==> config.mk <==
export PLATFORM = sky130hd
export DESIGN_NAME = flash_cmd_frontend
export DESIGN_NICKNAME = d
export VERILOG_FILES = /design/src/rtl/flash_fe_pkg.sv /design/src/rtl/flash_fe_sync.sv /design/src/rtl/flash_fe_rx.sv /design/src/rtl/flash_fe_cmd.sv /design/src/rtl/flash_fe_tx.sv /design/src/rtl/flash_cmd_frontend.sv
export SDC_FILE = /design/constraint.sdc
export NUM_CORES = 1
export LEC_CHECK = 0
export ABC_AREA = 1
export ABC_CLOCK_PERIOD_IN_PS = 1900
export BUFFER_PORTS_ARGS = -buffer_cell sky130_fd_sc_hd__buf_2
export CORE_ASPECT_RATIO = 1.25
export CORE_MARGIN = 1
export CORE_UTILIZATION = 30
export CTS_CLUSTER_SIZE = 16
export DETAILED_ROUTE_END_ITERATION = 10
export PLACE_DENSITY = 0.61
export SLEW_MARGIN = 20
export SYNTH_ARGS = -nofsm -noshare
export SYNTH_HDL_FRONTEND = slang
export SYNTH_SLANG_ARGS = --single-unit
==> constraint.sdc <==
create_clock -name clk -period 1.9 [get_ports clk]
set_input_delay 0.285 -clock clk [delete_from_list [all_inputs] [get_ports clk]]
set_output_delay 0.285 -clock clk [all_outputs]
set_load 0.005 [all_outputs]
==> src/rtl/flash_fe_pkg.sv <==
package flash_fe_pkg;

    localparam int ADDR_W     = 24;
    localparam int ADDR_BYTES = ADDR_W / 8;
    localparam int OPC_W      = 8;

    localparam logic [OPC_W-1:0] OPC_READ     = 8'h03;
    localparam logic [OPC_W-1:0] OPC_READ_FST = 8'h0B;
    localparam logic [OPC_W-1:0] OPC_RDSR1    = 8'h05;
    localparam logic [OPC_W-1:0] OPC_RDSR2    = 8'h35;
    localparam logic [OPC_W-1:0] OPC_WRSR     = 8'h01;
    localparam logic [OPC_W-1:0] OPC_PROG     = 8'h02;
    localparam logic [OPC_W-1:0] OPC_ER4K     = 8'h20;
    localparam logic [OPC_W-1:0] OPC_ER32K    = 8'h52;
    localparam logic [OPC_W-1:0] OPC_ER64K    = 8'hD8;
    localparam logic [OPC_W-1:0] OPC_ERALL_A  = 8'h60;
    localparam logic [OPC_W-1:0] OPC_ERALL_B  = 8'hC7;
    localparam logic [OPC_W-1:0] OPC_WEN      = 8'h06;
    localparam logic [OPC_W-1:0] OPC_WDIS     = 8'h04;

    typedef enum logic [2:0] {
        CLS_NONE    = 3'd0,
        CLS_READ    = 3'd1,
        CLS_STAT_RD = 3'd2,
        CLS_STAT_WR = 3'd3,
        CLS_PROG    = 3'd4,
        CLS_ERASE   = 3'd5,
        CLS_CTRL    = 3'd6
    } cmd_class_e;

    typedef struct packed {
        cmd_class_e cls;
        logic [2:0] hdr_len;   // bytes up to the payload, opcode included
        logic       addr_en;
        logic       stat_hi;   // selects the second status byte
    } op_info_t;

    localparam op_info_t INFO_IDLE = '{cls: CLS_NONE, hdr_len: 3'd1, addr_en: 1'b0, stat_hi: 1'b0};

    function automatic op_info_t op_decode(input logic [OPC_W-1:0] opc);
        op_info_t r;
        r = INFO_IDLE;
        case (opc)
            OPC_READ:     r = '{cls: CLS_READ,    hdr_len: 3'(1 + ADDR_BYTES),     addr_en: 1'b1, stat_hi: 1'b0};
            OPC_READ_FST: r = '{cls: CLS_READ,    hdr_len: 3'(2 + ADDR_BYTES),     addr_en: 1'b1, stat_hi: 1'b0};
            OPC_RDSR1:    r = '{cls: CLS_STAT_RD, hdr_len: 3'd1,                   addr_en: 1'b0, stat_hi: 1'b0};
            OPC_RDSR2:    r = '{cls: CLS_STAT_RD, hdr_len: 3'd1,                   addr_en: 1'b0, stat_hi: 1'b1};
            OPC_WRSR:     r = '{cls: CLS_STAT_WR, hdr_len: 3'd1,                   addr_en: 1'b0, stat_hi: 1'b0};
            OPC_PROG:     r = '{cls: CLS_PROG,    hdr_len: 3'(1 + ADDR_BYTES),     addr_en: 1'b1, stat_hi: 1'b0};
            OPC_ER4K,
            OPC_ER32K,
            OPC_ER64K:    r = '{cls: CLS_ERASE,   hdr_len: 3'(1 + ADDR_BYTES),     addr_en: 1'b1, stat_hi: 1'b0};
            OPC_ERALL_A,
            OPC_ERALL_B:  r = '{cls: CLS_ERASE,   hdr_len: 3'd1,                   addr_en: 1'b0, stat_hi: 1'b0};
            OPC_WEN,
            OPC_WDIS:     r = '{cls: CLS_CTRL,    hdr_len: 3'd1,                   addr_en: 1'b0, stat_hi: 1'b0};
            default:      r = INFO_IDLE;
        endcase
        return r;
    endfunction

    // Classes that alter the device and so must end on a byte boundary
    function automatic logic needs_whole_byte(input cmd_class_e c);
        return (c == CLS_STAT_WR) || (c == CLS_PROG) || (c == CLS_ERASE) || (c == CLS_CTRL);
    endfunction

    // Classes whose bytes after the header are forwarded to the back end
    function automatic logic carries_payload(input cmd_class_e c);
        return (c == CLS_STAT_WR) || (c == CLS_PROG);
    endfunction

endpackage

==> src/rtl/flash_fe_sync.sv <==
module flash_fe_sync #(
    parameter int SYNC_STAGES = 2
) (
    input  logic clk,
    input  logic rst,
    input  logic sclk_raw,
    input  logic cs_n_raw,
    input  logic di_raw,
    output logic sclk_rise,
    output logic sclk_fall,
    output logic cs_active,
    output logic cs_end,
    output logic di_s
);
    // lane order {sclk, cs_n, di}
    localparam logic [2:0] IDLE_LANES = 3'b010;

    logic [2:0] chain [SYNC_STAGES];
    logic       sclk_prev;
    logic       cs_prev;

    for (genvar g = 0; g < SYNC_STAGES; g++) begin : g_stage
        if (g == 0) begin : g_first
            always_ff @(posedge clk) begin
                if (rst) chain[g] <= IDLE_LANES;
                else     chain[g] <= {sclk_raw, cs_n_raw, di_raw};
            end
        end else begin : g_next
            always_ff @(posedge clk) begin
                if (rst) chain[g] <= IDLE_LANES;
                else     chain[g] <= chain[g-1];
            end
        end
    end

    always_ff @(posedge clk) begin
        if (rst) begin
            sclk_prev <= 1'b0;
            cs_prev   <= 1'b1;
        end else begin
            sclk_prev <= chain[SYNC_STAGES-1][2];
            cs_prev   <= chain[SYNC_STAGES-1][1];
        end
    end

    logic sclk_s, cs_s;
    assign sclk_s    = chain[SYNC_STAGES-1][2];
    assign cs_s      = chain[SYNC_STAGES-1][1];
    assign di_s      = chain[SYNC_STAGES-1][0];
    assign cs_active = ~cs_s;
    assign cs_end    = cs_s & ~cs_prev;
    assign sclk_rise = sclk_s & ~sclk_prev & ~cs_s;
    assign sclk_fall = ~sclk_s & sclk_prev & ~cs_s;
endmodule

==> src/rtl/flash_fe_rx.sv <==
module flash_fe_rx #(
    parameter int CNT_W = 12
) (
    input  logic             clk,
    input  logic             rst,
    input  logic             cs_active,
    input  logic             sclk_rise,
    input  logic             di_s,
    output logic             byte_done,
    output logic [7:0]       byte_val,
    output logic [CNT_W-1:0] byte_idx,
    output logic [CNT_W-1:0] byte_cnt,
    output logic [2:0]       bit_idx
);
    localparam logic [CNT_W-1:0] CNT_MAX = '1;

    logic [6:0] shift_q;

    assign byte_done = sclk_rise && (bit_idx == 3'd7);
    assign byte_val  = {shift_q, di_s};
    assign byte_idx  = byte_cnt;

    always_ff @(posedge clk) begin
        if (rst || !cs_active) begin
            shift_q  <= '0;
            bit_idx  <= '0;
            byte_cnt <= '0;
        end else if (sclk_rise) begin
            shift_q <= {shift_q[5:0], di_s};
            bit_idx <= bit_idx + 3'd1;
            if (bit_idx == 3'd7 && byte_cnt != CNT_MAX)
                byte_cnt <= byte_cnt + CNT_W'(1);
        end
    end
endmodule

==> src/rtl/flash_fe_cmd.sv <==
module flash_fe_cmd
    import flash_fe_pkg::*;
#(
    parameter int CNT_W = 12
) (
    input  logic              clk,
    input  logic              rst,
    input  logic              cs_active,
    input  logic              cs_end,
    input  logic              busy_i,
    input  logic              byte_done,
    input  logic [7:0]        byte_val,
    input  logic [CNT_W-1:0]  byte_idx,
    input  logic [CNT_W-1:0]  byte_cnt,
    input  logic [2:0]        bit_idx,
    input  logic              tx_load,
    output logic              out_en,
    output logic              stat_hi,
    output cmd_class_e        cur_cls,
    output logic [ADDR_W-1:0] rd_addr,
    output logic              wb_valid,
    output logic [7:0]        wb_data,
    output logic              cmd_valid,
    output logic [OPC_W-1:0]  cmd_op,
    output cmd_class_e        cmd_cls,
    output logic [ADDR_W-1:0] cmd_addr,
    output logic [CNT_W-1:0]  cmd_nbytes
);
    logic [OPC_W-1:0]  op_q;
    op_info_t          info_q;
    logic              drop_q;
    logic [ADDR_W-1:0] addr_q;
    logic [CNT_W-1:0]  hdr_ext;
    op_info_t          dec_now;
    logic              drop_now;
    logic              frame_ok;
    logic [CNT_W-1:0]  payload_cnt;

    assign hdr_ext  = CNT_W'(info_q.hdr_len);
    assign dec_now  = op_decode(byte_val);
    assign drop_now = busy_i && (byte_val != OPC_RDSR1);
    assign stat_hi  = info_q.stat_hi;
    assign cur_cls  = info_q.cls;

    // Frame state, cleared whenever chip select is inactive
    always_ff @(posedge clk) begin
        if (rst || !cs_active) begin
            op_q     <= '0;
            info_q   <= INFO_IDLE;
            drop_q   <= 1'b0;
            addr_q   <= '0;
            rd_addr  <= '0;
            out_en   <= 1'b0;
            wb_valid <= 1'b0;
            wb_data  <= '0;
        end else begin
            wb_valid <= 1'b0;
            if (byte_done) begin
                if (byte_idx == '0) begin
                    op_q   <= byte_val;
                    info_q <= dec_now;
                    drop_q <= drop_now;
                    if (dec_now.cls == CLS_STAT_RD && !drop_now)
                        out_en <= 1'b1;
                end else begin
                    if (info_q.addr_en && byte_idx <= CNT_W'(ADDR_BYTES))
                        addr_q <= {addr_q[ADDR_W-9:0], byte_val};
                    if (info_q.cls == CLS_READ && byte_idx == CNT_W'(ADDR_BYTES))
                        rd_addr <= {addr_q[ADDR_W-9:0], byte_val};
                    if (info_q.cls == CLS_READ && !drop_q && byte_idx == hdr_ext - CNT_W'(1))
                        out_en <= 1'b1;
                    if (carries_payload(info_q.cls) && !drop_q && byte_idx >= hdr_ext) begin
                        wb_valid <= 1'b1;
                        wb_data  <= byte_val;
                    end
                end
            end else if (tx_load && info_q.cls == CLS_READ) begin
                rd_addr <= rd_addr + ADDR_W'(1);
            end
        end
    end

    // Acceptance at frame end
    always_comb begin
        frame_ok = (byte_cnt != '0) && !drop_q && (info_q.cls != CLS_NONE);
        if (needs_whole_byte(info_q.cls))
            frame_ok = frame_ok && (bit_idx == 3'd0) && (byte_cnt >= hdr_ext);
        payload_cnt = (byte_cnt > hdr_ext) ? (byte_cnt - hdr_ext) : '0;
    end

    always_ff @(posedge clk) begin
        if (rst) begin
            cmd_valid  <= 1'b0;
            cmd_op     <= '0;
            cmd_cls    <= CLS_NONE;
            cmd_addr   <= '0;
            cmd_nbytes <= '0;
        end else begin
            cmd_valid <= cs_end && frame_ok;
            if (cs_end && frame_ok) begin
                cmd_op     <= op_q;
                cmd_cls    <= info_q.cls;
                cmd_addr   <= addr_q;
                cmd_nbytes <= payload_cnt;
            end
        end
    end
endmodule

==> src/rtl/flash_fe_tx.sv <==
module flash_fe_tx (
    input  logic       clk,
    input  logic       rst,
    input  logic       cs_active,
    input  logic       out_en,
    input  logic       sclk_fall,
    input  logic [7:0] load_byte,
    output logic       tx_load,
    output logic       do_bit,
    output logic       do_oe
);
    logic [7:0] sh_q;
    logic [2:0] left_q;

    assign tx_load = sclk_fall && out_en && (left_q == 3'd0);
    assign do_bit  = sh_q[7];

    always_ff @(posedge clk) begin
        if (rst || !cs_active || !out_en) begin
            sh_q   <= '0;
            left_q <= '0;
            do_oe  <= 1'b0;
        end else if (sclk_fall) begin
            if (left_q == 3'd0) begin
                sh_q   <= load_byte;
                left_q <= 3'd7;
                do_oe  <= 1'b1;
            end else begin
                sh_q   <= {sh_q[6:0], 1'b0};
                left_q <= left_q - 3'd1;
            end
        end
    end
endmodule

==> src/rtl/flash_cmd_frontend.sv <==
module flash_cmd_frontend
    import flash_fe_pkg::*;
#(
    parameter int SYNC_STAGES = 2,
    parameter int CNT_W       = 12
) (
    input  logic              clk,
    input  logic              rst,
    input  logic              spi_sclk,
    input  logic              spi_cs_n,
    input  logic              spi_di,
    output logic              spi_do,
    output logic              spi_do_oe,
    input  logic              busy_i,
    input  logic [7:0]        status1_i,
    input  logic [7:0]        status2_i,
    output logic [ADDR_W-1:0] rd_addr_o,
    input  logic [7:0]        rd_data_i,
    output logic              wb_valid_o,
    output logic [7:0]        wb_data_o,
    output logic              cmd_valid_o,
    output logic [OPC_W-1:0]  cmd_op_o,
    output logic [2:0]        cmd_class_o,
    output logic [ADDR_W-1:0] cmd_addr_o,
    output logic [CNT_W-1:0]  cmd_nbytes_o
);
    logic sclk_rise, sclk_fall, cs_active, cs_end, di_s;
    logic byte_done;
    logic [7:0] byte_val;
    logic [CNT_W-1:0] byte_idx, byte_cnt;
    logic [2:0] bit_idx;
    logic tx_load, out_en, stat_hi;
    cmd_class_e cur_cls, cmd_cls;
    logic [7:0] load_byte;

    flash_fe_sync #(.SYNC_STAGES(SYNC_STAGES)) u_sync (
        .clk(clk), .rst(rst),
        .sclk_raw(spi_sclk), .cs_n_raw(spi_cs_n), .di_raw(spi_di),
        .sclk_rise(sclk_rise), .sclk_fall(sclk_fall),
        .cs_active(cs_active), .cs_end(cs_end), .di_s(di_s)
    );

    flash_fe_rx #(.CNT_W(CNT_W)) u_rx (
        .clk(clk), .rst(rst), .cs_active(cs_active),
        .sclk_rise(sclk_rise), .di_s(di_s),
        .byte_done(byte_done), .byte_val(byte_val),
        .byte_idx(byte_idx), .byte_cnt(byte_cnt), .bit_idx(bit_idx)
    );

    flash_fe_cmd #(.CNT_W(CNT_W)) u_cmd (
        .clk(clk), .rst(rst), .cs_active(cs_active), .cs_end(cs_end),
        .busy_i(busy_i), .byte_done(byte_done), .byte_val(byte_val),
        .byte_idx(byte_idx), .byte_cnt(byte_cnt), .bit_idx(bit_idx),
        .tx_load(tx_load), .out_en(out_en), .stat_hi(stat_hi),
        .cur_cls(cur_cls), .rd_addr(rd_addr_o),
        .wb_valid(wb_valid_o), .wb_data(wb_data_o),
        .cmd_valid(cmd_valid_o), .cmd_op(cmd_op_o), .cmd_cls(cmd_cls),
        .cmd_addr(cmd_addr_o), .cmd_nbytes(cmd_nbytes_o)
    );

    always_comb begin
        if (cur_cls == CLS_READ) load_byte = rd_data_i;
        else if (stat_hi)        load_byte = status2_i;
        else                     load_byte = status1_i;
    end

    flash_fe_tx u_tx (
        .clk(clk), .rst(rst), .cs_active(cs_active), .out_en(out_en),
        .sclk_fall(sclk_fall), .load_byte(load_byte),
        .tx_load(tx_load), .do_bit(spi_do), .do_oe(spi_do_oe)
    );

    assign cmd_class_o = cmd_cls;
endmodule

* Yosys cells after proc, flatten, opt, wreduce, memory -nomap -nowiden
Memory sizes are Yosys's and may differ from the RTL's.
Cells that the tools add are included.
** Word-level totals
- Bits of input ports :: 30
- Bits in registers :: 159
- Memories :: 1
- RAM bits :: 6
** Cells by class
- Bitwise operators :: 13
- Order comparisons :: 3
- Reduce and logical (&&, ||, !) cells :: 44
- Muxes and demuxes :: 20
- Equal/unequal tests :: 27
- Add/sub/neg operators :: 6
** Memory list
- u_sync.chain :: words 2, bits a word 3, read ports 2, clocked after Yosys merged registers in 0, wr ports 2, line flash_fe_sync.sv:18 : logic [2:0] chain [SYNC_STAGES];
** Operator list (count)
- 2-to-1 mux 24 bit :: 4
- case mux 8 bit (9 select lines) :: 1
- adder 24 x 1 -> 24 bit, second input constant :: 1
- == test 8 x 3 -> 1 bit, second input constant :: 3
- 2-to-1 mux 8 bit :: 3
- logical AND 1 bit :: 18
- == test 8 x 2 -> 1 bit, second input constant :: 2
- == test 8 x 6 -> 1 bit, second input constant :: 2
- == test 8 x 7 -> 1 bit, second input constant :: 2
- == test 8 bit, second input constant :: 2
- adder 12 x 1 -> 12 bit, second input constant :: 1
- == test 12 bit :: 1
- == test 12 x 2 -> 1 bit, second input constant :: 1
- == test 3 bit, second input constant :: 4
- greater-or-equal comparator 12 x 3 -> 1 bit :: 1
- > comparator 12 x 3 -> 1 bit :: 1
- less-or-equal comparator 12 x 2 -> 1 bit, second input constant :: 1
- zero test 12 bit :: 1
- 2-to-1 mux 12 bit :: 1
- != test 12 bit, second input constant :: 1
- AND reduction 3 bit :: 4
- nonzero test 12 bit :: 1
- subtractor 12 x 3 -> 12 bit :: 1
- 2-to-1 mux 3 bit :: 3
- other kinds (22) :: 53

* Logic depth before layout (Yosys ltp)
Gate-level depths: netlist of the first run.
An unclocked memory read counts as a cell.
- Depth after elaboration :: 9
- Gate-level depth with buffers :: 15

* Hierarchy
Synthesis of the first run repeated with hierarchy kept, for this count alone.
** Unflattened totals
- Cells, all modules :: 1328
- Area total of the unflattened synthesis :: 8608.3 µm²
** By module, submodules not included
- flash_fe_cmd :: area an instance 6283.5 µm², times used 1, cells an instance 985
- flash_fe_rx :: area an instance 1207.4 µm², times used 1, cells an instance 166
- flash_fe_tx :: area an instance 619.3 µm², times used 1, cells an instance 96
- flash_cmd_frontend :: area an instance 259.0 µm², times used 1, cells an instance 54
- flash_fe_sync :: area an instance 239.0 µm², times used 1, cells an instance 27

* Worst setup path before layout of the first run
OpenSTA, ideal clock, no wires.
- Path type :: register to register
- Start point :: reg u_rx.byte_cnt[0]
- End point :: reg u_cmd.cmd_nbytes[7]
- Data required time :: 1.786 ns
- Buffers on the path :: 2
- Arrival time :: 1.757 ns
- Period minus slack after synthesis :: 1.871 ns
- Cell stages (with the launch flop) :: 16
- Path slack :: 0.029 ns
- Path through :: dfxtp_1 -> inv_1 -> ha_1 -> ha_1 -> inv_1 -> nand2_1 -> nand2_1 -> inv_2 -> nand3_2 -> nand3_2 -> nand2_2 -> nand2_4 -> buf_8 -> buf_6 -> a21oi_1 -> nor2_1
** On the way
- Longest elaborated chain between the ends :: 7
- Elaborated cells between the ends (all ways) :: 11
- Those cells by class :: add/sub: 1; order compare: 2; mux: 2; reduce/logical: 6
** Ends and longest elaborated chain
- start, declared :: line flash_fe_rx.sv:12 : output logic [CNT_W-1:0] byte_cnt,
- start signal, assigned :: line flash_fe_rx.sv:32 : byte_cnt <= byte_cnt + CNT_W'(1);
- parallel branches: the longest is 7 deep, another holds greater-or-equal comparator 12 x 3 -> 1 bit
- end signal, assigned :: line flash_fe_cmd.sv:104 : cmd_nbytes <= payload_cnt;
- end, declared :: line flash_fe_cmd.sv:27 : output logic [CNT_W-1:0] cmd_nbytes
Several ways; the timed one is not identified.
A chain may end at the register's enable or synchronous reset.

* Final worst setup path of the first run
- Start point :: reg u_rx.byte_cnt[0]
- End point :: reg u_cmd.cmd_addr[17]
** On the way
- Longest elaborated chain between the ends :: 7
- Elaborated cells between the ends (all ways) :: 8
- Those cells by class :: order compare: 1; mux: 1; reduce/logical: 6
** Ends and longest elaborated chain
- parallel branches: the longest is 5 deep, another holds greater-or-equal comparator 12 x 3 -> 1 bit
- 2-to-1 mux 1 bit * :: line flash_fe_cmd.sv:86 : if (needs_whole_byte(info_q.cls))
- logical AND 1 bit * :: line flash_fe_cmd.sv:100 : if (cs_end && frame_ok) begin
- end signal, assigned :: line flash_fe_cmd.sv:103 : cmd_addr <= addr_q;
- end, declared :: line flash_fe_cmd.sv:26 : output logic [ADDR_W-1:0] cmd_addr,
Every way passes the cells marked *.

==> reports/metrics.cfg, run 1 <==
[layout]
final_common_cell = nand2_1
regArea_um2 = 3270
fin_util_pct = 38.8
fin_area_um2 = 10100
drive_above_1_share_pct = 23.9
multi_input_area_um2 = 4210
filler_cell_count = 2800
syn_to_final_growth_pct = 27.1
fin_nets = 1325
final_cell_mix = nand2_1, nor2_1, dfxtp_1, buf_2, inv_1
insertedDiodeCount = 0

[synth]
ys_warn_count = 0
synth_compound_area_share_pct = 17.4
synthFlopType = dfxtp_1
synth_cells = 1136
yosys.area_share.simple_pct = 30.2
synth_top_family_by_area = simple AND/OR/NAND/NOR gates
ys_ff_latch = 163
synth-adder-area-share_pct = 1.88
synth_mux_area_share_pct = 0
avgSynthCellArea_um2 = 7.01
ys_seq_area_share_pct = 40.9
synth_area_um2 = 7970
ys_types = 47
synth_xor_xnor_area_share_pct = 0.769
synth-edff-count = 0
synthArstFlopShare_pct = 0
synth_fp_nets = 1178

[route]
wl_met3_um = 845
drc = 0
wl_met2_um = 12700
drt_iter0_drc = 457
vias_per_cell = 4.81
via_count = 7860
drtAntennaViolNets = 0
wl_per_cell_um = 15.1
first_pass_iters = 5
wl_met1_um = 10600
finalWirelength_um = 24600
top_layer_used = met4

[die]
dieWidth_um = 148
die_h_um = 184
rows = 66
start_util_pct = 30.5
dieArea_um2 = 27200
io_pins = 113
core_um2 = 26100

[global_routing]
grt_pass1_wl_um = 37200
grt.overflow.total = 0
antenna_found_initial = 0
grt_max_degree = 48
grt.total_usage_pct = 17.4
grt_pass1_vias = 7123

[placed_design]
gp_congestion = 0.886
postPlaceCellArea_um2 = 9160
io_buffer_count = 112
hpwl_um = 17700

[timing]
setup-violations-final = 0
finalHoldViolCount = 0
clock.fmax_ghz = 0.530
finalCritPeriodShare_pct = 99.3
rsz0062_at_grt = true
maxSlewHeadroom_pct = 70.4
worstMarginPinSlew_ns = 0.441
holdWs_ns = 0.0427
timing.final.crit_period_ns = 1.89
maxSlewViolCount = 0
fin_skew_ns = 0.0136

[hold_path]
min_to = u_sync.chain[0][1]
hp-start = spi_cs_n
hold_class = in -> reg
min_path_cells = 2

[job]
drv_cap = 0

[critical_path]
start_kind = flip-flop
required_ns = 2.22
cp_max_fo = 6
worstPathArrival_ns = 2.20
worst_r2r_startpoint = u_rx.byte_cnt[0]
r2r_slack_ns = 0.01
reg2reg_depth = 15
r2r_end = u_cmd.cmd_addr[17]
worst-setup-path-type = reg -> reg
cp-end-kind = flip-flop

[pwr]
p_per_area_nw_per_um2 = 666
p_leak_nw = 4.22
power.total_w = 0.00674
irDropWorstVdd_mv = 0.385

[cts]
cts_made_buffers = 17
cts_tree = yes
root_buffer = clkbuf_16
worst_skew_pair.late_latency_ns = 0.43
cts_sinks = 163
cts_buffer_depth = 2
htree_num_levels = 4
path_clk_slew_ns = 0.07

[status]
status = finished, final reports clean

routing by layer:
metal  vias to the layer above  GRT usage (%)
met2                       174           31.9
met3                        33           2.80
met5                         -              0
met1                      3629           20.3
li1                       4024              -
met4                         0           5.77
final cells by class:
cell class	count	area share (%)
timing repair buffer	178	12.7
tap	340	4.20
multi-input combinational	820	41.6
inverter	103	3.97
clock buffer	18	4.24
clock inverter	12	0.951
sequential	163	32.3
Yosys cell counts, types with 4 or more instances:
cell type / instances / area share, %
buf_6: 8 / 1.1
a22oi_1: 7 / 0.66
xor2_1: 4 / 0.44
nand4_1: 12 / 0.94
o21ai_0: 108 / 6.8
inv_1: 95 / 4.5
nor3_1: 9 / 0.57
nor2_1: 212 / 10
a31oi_1: 5 / 0.39
nand2_1: 200 / 9.4
buf_2: 9 / 0.57
dfxtp_1: 163 / 41
clkbuf_1: 23 / 1.1
o211ai_1: 7 / 0.66
nor2_2: 4 / 0.31
o21ai_1: 31 / 1.9
nand3b_1: 5 / 0.47
a21oi_1: 85 / 5.3
inv_2: 7 / 0.33
ha_1: 12 / 1.9
nand2_2: 9 / 0.71
nor2_4: 4 / 0.57
nand3_1: 66 / 4.1
a21oi_2: 6 / 0.66
nand2_4: 5 / 0.71
repair_timing:
action | in CTS | in global routing
resized for setup | 3 | 77
hold buffers | 0 | 0
pin swaps | 2 | 4
endpoints found under the setup margin | 16 | 97
buffers inserted | 1 | 3
hold endpoints to repair | 0 | 0
cloned | 0 | 9
state kept, by name, indices dropped and copies added (netlist names), 3 cells and up:
register and count:
u_rx.byte_cnt 12, u_cmd.wb_data 8, u_cmd.cmd_nbytes 12, u_tx.sh_q 8, u_cmd.cmd_addr 24, u_cmd.addr_q 24, u_cmd.cmd_op 8, u_cmd.op_q 8
u_tx.left_q 3, u_rx.bit_idx 3, u_cmd.rd_addr 24, u_cmd.cmd_cls 3, u_rx.shift_q 7, u_sync.chain 6, u_cmd.cur_cls 3
worst max-delay path by stage:
| stage | start | end | slack [ns] | cells past startpoint |
|---|---|---|---|---|
| floorplan | u_rx.byte_cnt[0] | u_cmd.cmd_nbytes[7] | 0.03 | 15 |
| global placement | u_rx.bit_idx[0] | u_cmd.rd_addr[22] | 0.04 | 11 |
| detailed placement | u_rx.bit_idx[0] | u_cmd.addr_q[17] | 0.001 | 9 |
| CTS | u_rx.byte_cnt[0] | u_cmd.wb_data[1] | 0.008 | 12 |
| global route | u_rx.byte_cnt[0] | u_cmd.cmd_addr[17] | -0.1 | 15 |
| finish | u_rx.byte_cnt[0] | u_cmd.cmd_addr[17] | 0.01 | 15 |
power by group:
part | switching, W | total (W) | leakage, nW | internal [W]
registers | 0.00000408 | 0.00343 | 1.32 | 0.00342
clock network | 0.00149 | 0.00317 | 0.252 | 0.00168
logic | 0.0000857 | 0.000144 | 2.65 | 0.0000578
total | 0.00158 | 0.00674 | 4.22 | 0.00516
stage by stage:
stage                     TNS, ns  std cells  setup slack (ns)
final                           0       1634            0.0137
after floorplan                 0       1136            0.0289
after global placement          0       1591            0.0395
after global routing        -2.02       1634           -0.0955
after detailed placement        0       1591           0.00116
after CTS                       0       1622           0.00819
cells by family after synthesis:
kind of cell / after synthesis
AOI/OAI and AO/OA: 258
and+or+nand+nor: 542
buffers and inverters: 154
DFF: 163
xor gates and xnor gates: 7
adders and majority gates: 12
critical path, stage by stage (launching register included):
cell and delay (ns):
dfxtp_2 0.33, inv_2 0.08, ha_4 0.14, ha_2 0.17
inv_1 0.05, nand2_2 0.06, nand2_2 0.06, inv_2 0.07
nand3_2 0.09, nand3_2 0.09, nand2_4 0.09, nand2_8 0.15
clkinv_8 0.10, clkbuf_16 0.17, nor2_2 0.08, nor2_1 0.06
Power figures use the tool's default switching activity.
==> inputs of run 2 (changes only) <==
- RECOVER_POWER: default -> 50
- REMOVE_ABC_BUFFERS: default -> 1
==> reports/metrics.cfg, run 2 (synthesis gave the netlist of run 1 again) <==
[status]
status = finished, final reports clean

[timing]
setup-violations-final = 0
clock.fmax_ghz = 0.539
finalHoldViolCount = 0
maxSlewViolCount = 0
finalCritPeriodShare_pct = 97.7
holdWs_ns = 0.0398
timing.final.crit_period_ns = 1.86
rsz0062_at_grt = true
worstMarginPinSlew_ns = 0.618
maxSlewHeadroom_pct = 58.8
finalSetupTns_ns = 0
fin_skew_ns = 0.0150

[layout]
fin_nets = 1326
reg_top3 = u_cmd.addr_q x24, u_cmd.cmd_addr x24, u_cmd.rd_addr x24
drive_above_1_share_pct = 19.7
final_cell_mix = nor2_1, nand2_1, dfxtp_1, inv_1, o21ai_0
filler_cell_count = 2791
final_common_cell = nor2_1
syn_to_final_growth_pct = 27.4
insertedDiodeCount = 0

[cts]
cts_buffer_depth = 2
worst_skew_pair.late_latency_ns = 0.44
path_clk_slew_ns = 0.07
htree_num_levels = 4
root_buffer = clkbuf_16
cts_made_buffers = 17
hold_buffers = 0
cts_tree = yes
cts_sinks = 163

[route]
drc = 0
finalWirelength_um = 23900
via_count = 7918
first_pass_iters = 5
drt_iter0_drc = 542
drtAntennaViolNets = 0
wl_per_cell_um = 14.6
vias_per_cell = 4.84

[die]
rows = 66
dieWidth_um = 148
io_pins = 113
start_util_pct = 30.5
core_um2 = 26100
die_h_um = 184
dieArea_um2 = 27200

[global_routing]
grt.overflow.total = 0
grt.total_usage_pct = 16.8
antenna_found_initial = 0
grt_pass1_wl_um = 36200
grt_max_degree = 46
grt_pass1_vias = 7092

[placed_design]
hpwl_um = 17000
io_buffer_count = 112
gp_congestion = 0.876

[pwr]
irDropWorstVdd_mv = 0.444
p_per_area_nw_per_um2 = 704
p_leak_nw = 4.01

[critical_path]
path_cells = ha_4 > ha_4 > nand4_4 > nor2_4 > nand3_2 > buf_6 > a21oi_4 > clkbuf_16 > nand2_2 > nand2_1 > nor2_1
worst-setup-path-type = reg -> reg
required_ns = 2.24
r2r_slack_ns = 0.04
critPathMaxStageDelay_ns = 0.35
cp_common_cell = ha_4
cp_max_fo = 8
slowest_stage = dfxtp_2
cp-end-kind = flip-flop
start_kind = flip-flop
worstPathArrival_ns = 2.19

[hold_path]
hold_class = in -> reg

[job]
drv_cap = 0

run 2: cell types whose count changed in the layout (fill, tap and decap cells not counted), sizes merged:
cell,change
buf,-63
bufinv,+2
clkbuf,+64
clkinv,+1
clkinvlp,-3
inv,+2
run 2: area by class of cell:
| type | instances | area (um2) | share of cell area (%) |
|---|---|---|---|
| well taps | 340 | 425 | 4.19 |
| repair buffers | 179 | 1210 | 12.0 |
| clock buffers | 18 | 439 | 4.32 |
| flip-flops and latches | 163 | 3280 | 32.3 |
| multi-input cells | 820 | 4240 | 41.8 |
| inverters | 103 | 394 | 3.88 |
| clock inverters | 14 | 164 | 1.61 |
run 2: final timing paths:
check | from | endpoint | depth (start not counted)
hold / removal | spi_cs_n | u_sync.chain[0][1] | 2
hold reg to reg | u_sync.chain[0][0] | u_sync.chain[1][0] | 2
setup reg to reg | u_rx.bit_idx[1] | u_cmd.rd_addr[16] | 11
setup / recovery | u_rx.bit_idx[1] | u_cmd.rd_addr[16] | 11
run 2: through the flow:
step           power, W  setup slack (ns)  std cells  util, %  cell area (um2)
6_report        0.00715            0.0444       1637     38.9            10200
5_1_grt         0.00735           -0.0462       1637     38.9            10200
4_1_cts         0.00721          0.000403       1623     37.3             9740
3_5_place_dp    0.00365           -0.0181       1590     35.0             9130
3_3_place_gp    0.00365            0.0315       1590     35.0             9130
2_1_floorplan   0.00358             -1.73       1085        -             7660
run 2: critical path, delay by kind of cell (launching register included):
kind                       cells  cell delay [ns]
DFF                            1             0.35
and+or+nand+nor                6             0.48
buffers and inverters          2             0.37
AOI/OAI and AO/OA              1             0.27
adders and majority gates      2             0.28
run 2: power breakdown:
part	switching (W)	internal, W	leakage (nW)
sequential	0.00000368	0.00342	1.32
clock	0.00155	0.00202	0.303
combinational	0.0000892	0.0000599	2.39
run 2: repair_timing:
item | 4_1_cts | 5_1_grt
gates resized for setup | 5 | 86
setup endpoints to repair | 6 | 109
setup buffers | 0 | 6
cloned | 1 | 8
pin swaps | 1 | 20
run 2: per-layer routing:
| layer | up-vias | GRT usage [%] | share of wire [%] |
|---|---|---|---|
| met5 | - | 0 | 0 |
| met4 | 0 | 7.75 | 3.1 |
| met3 | 55 | 3.47 | 5.2 |
| met2 | 212 | 28.0 | 47 |
| met1 | 3639 | 20.8 | 45 |
| li1 | 4012 | - | - |
==> inputs of run 3 (changes only) <==
- BUFFER_PORTS_ARGS: -buffer_cell sky130_fd_sc_hd__buf_2 -> -buffer_cell sky130_fd_sc_hd__buf_4
==> reports/metrics.cfg, run 3 (synthesis gave the netlist of run 1 again) <==
[timing]
clock.fmax_ghz = 0.556
finalHoldViolCount = 0
maxSlewViolCount = 0
fin_skew_ns = 0.0141
rsz0062_at_grt = true
worstMarginPinSlew_ns = 0.580
setup-violations-final = 0
finalCritPeriodShare_pct = 94.7
maxSlewHeadroom_pct = 61.4
timing.final.crit_period_ns = 1.80

[critical_path]
cp-end-kind = flip-flop
worst-setup-path-type = reg -> reg
worstPathArrival_ns = 2.13
start_kind = flip-flop
reg2reg_depth = 11
worst_r2r_startpoint = u_rx.byte_cnt[4]
cp_max_fo = 8
r2r_slack_ns = 0.10
required_ns = 2.23
r2r_end = u_cmd.cmd_addr[13]

[hold_path]
min_path_cells = 2
min_to = u_sync.chain[0][1]
hp-start = spi_cs_n
hold_class = in -> reg

[pwr]
seqPwrFrac_pct = 47.3
swShare_pct = 23.7
p_per_area_nw_per_um2 = 694
p_int_w = 0.00552
clockPowerShare_pct = 50.5
power.switching_w = 0.00171
power.total_w = 0.00724
p_leak_nw = 4.17
irDropWorstVdd_mv = 0.416
pwr-share-comb_pct = 2.2

[layout]
final_cells = 1643
regArea_um2 = 3270
fin_nets = 1332
fin_area_um2 = 10400
reg_top3 = u_cmd.addr_q x24, u_cmd.cmd_addr x24, u_cmd.rd_addr x24
final_common_cell = nor2_1
multi_input_area_um2 = 4180
insertedDiodeCount = 0
drive_above_1_share_pct = 21.9
final_cell_mix = nor2_1, nand2_1, dfxtp_1, o21ai_0, inv_1
filler_cell_count = 2752
syn_to_final_growth_pct = 30.9
fin_util_pct = 40.0

[die]
start_util_pct = 30.5
io_pins = 113
dieArea_um2 = 27200
rows = 66
core_um2 = 26100
dieWidth_um = 148
die_h_um = 184

[route]
first_pass_iters = 5
via_count = 7821
drtAntennaViolNets = 0
vias_per_cell = 4.76
finalWirelength_um = 23500
drt_iter0_drc = 554
wl_per_cell_um = 14.3
drc = 0

[global_routing]
grt.overflow.total = 0
grt.total_usage_pct = 17.1
grt_pass1_wl_um = 36800
grt_pass1_vias = 7178
grt_max_degree = 67
antenna_found_initial = 0

[cts]
root_buffer = clkbuf_16
worst_skew_pair.late_latency_ns = 0.44
cts_made_buffers = 17
htree_num_levels = 4
cts_buffer_depth = 2
path_clk_slew_ns = 0.07
cts_tree = yes
hold_buffers = 0
cts_sinks = 163

[placed_design]
hpwl_um = 17100
postPlaceCellArea_um2 = 9470
place_inst = 1597
io_buffer_count = 112
gp_congestion = 0.880

[job]
drv_cap = 0

[status]
status = finished, final reports clean

## run 3: metrics by stage
| stage | TNS, ns | worst slack, ns | hold slack [ns] |
|---|---|---|---|
| 5_1_grt | -0.230 | -0.0239 | 0.0433 |
| 6_report | 0 | 0.101 | 0.0433 |
| 4_1_cts | -0.0880 | -0.0230 | 0.0288 |
| 2_1_floorplan | -98.83 | -1.73 | 0.347 |
| 3_5_place_dp | -0.319 | -0.0500 | 0.399 |
| 3_3_place_gp | 0 | 0.0331 | 0.394 |
## run 3: timing repair
item	CTS	global route
gates cloned	1	4
pin swaps	3	10
gates resized for setup	3	74
endpoints found under the setup margin	56	116
setup buffers	2	7
## run 3: worst max path at each step
stage / from / end / slack, ns / cells past startpoint
6_report: u_rx.byte_cnt[4] / u_cmd.cmd_addr[13] / 0.10 / 11
5_1_grt: u_tx.left_q[0] / u_cmd.rd_addr[15] / -0.02 / 10
4_1_cts: u_rx.byte_cnt[0] / u_cmd.cmd_op[5] / -0.02 / 14
3_5_place_dp: u_rx.byte_cnt[0] / u_cmd.cmd_nbytes[0] / -0.05 / 13
3_3_place_gp: u_rx.bit_idx[0] / u_rx.byte_cnt[5] / 0.03 / 10
2_1_floorplan: u_sync.chain[1][1] / u_tx.left_q[1] / -1.73 / 5
## run 3: final cells by class
| class | instances | area share, % |
|---|---|---|
| tap | 340 | 4.08 |
| clock inverter | 15 | 2.09 |
| clock buffer | 17 | 4.08 |
| inverter | 103 | 3.85 |
| multi-input combinational | 819 | 40.1 |
| timing repair buffer | 186 | 14.5 |
| sequential | 163 | 31.4 |
## run 3: power groups by stage
stage | registers (W) | logic [W] | clock network (W)
finish | 0.00342 | 0.000156 | 0.00366
global route | 0.00342 | 0.000175 | 0.00388
CTS | 0.00342 | 0.000158 | 0.00374
detailed placement | 0.00350 | 0.000157 | 0
global placement | 0.00350 | 0.000157 | 0
floorplan | 0.00350 | 0.0000707 | 0
## run 3: routing by layer
metal | up-vias | track usage, % | wire length [um]
met2 | 190 | 28.8 | 11100
met1 | 3557 | 21.5 | 10700
met4 | 0 | 6.31 | 602
met3 | 40 | 3.34 | 1190
met5 | - | 0 | 0
li1 | 4034 | - | -
## run 3: worst max-delay path, stage by stage, from the launching register on
cell and delay, ns:
dfxtp_1 0.39, nor2_2 0.18, nand2_4 0.12, nor3_4 0.21, nand2_1 0.07, nand2_1 0.08
inv_2 0.08, nand2_8 0.14, clkinv_8 0.09, clkbuf_16 0.17, nor2_1 0.10, nor2_1 0.05
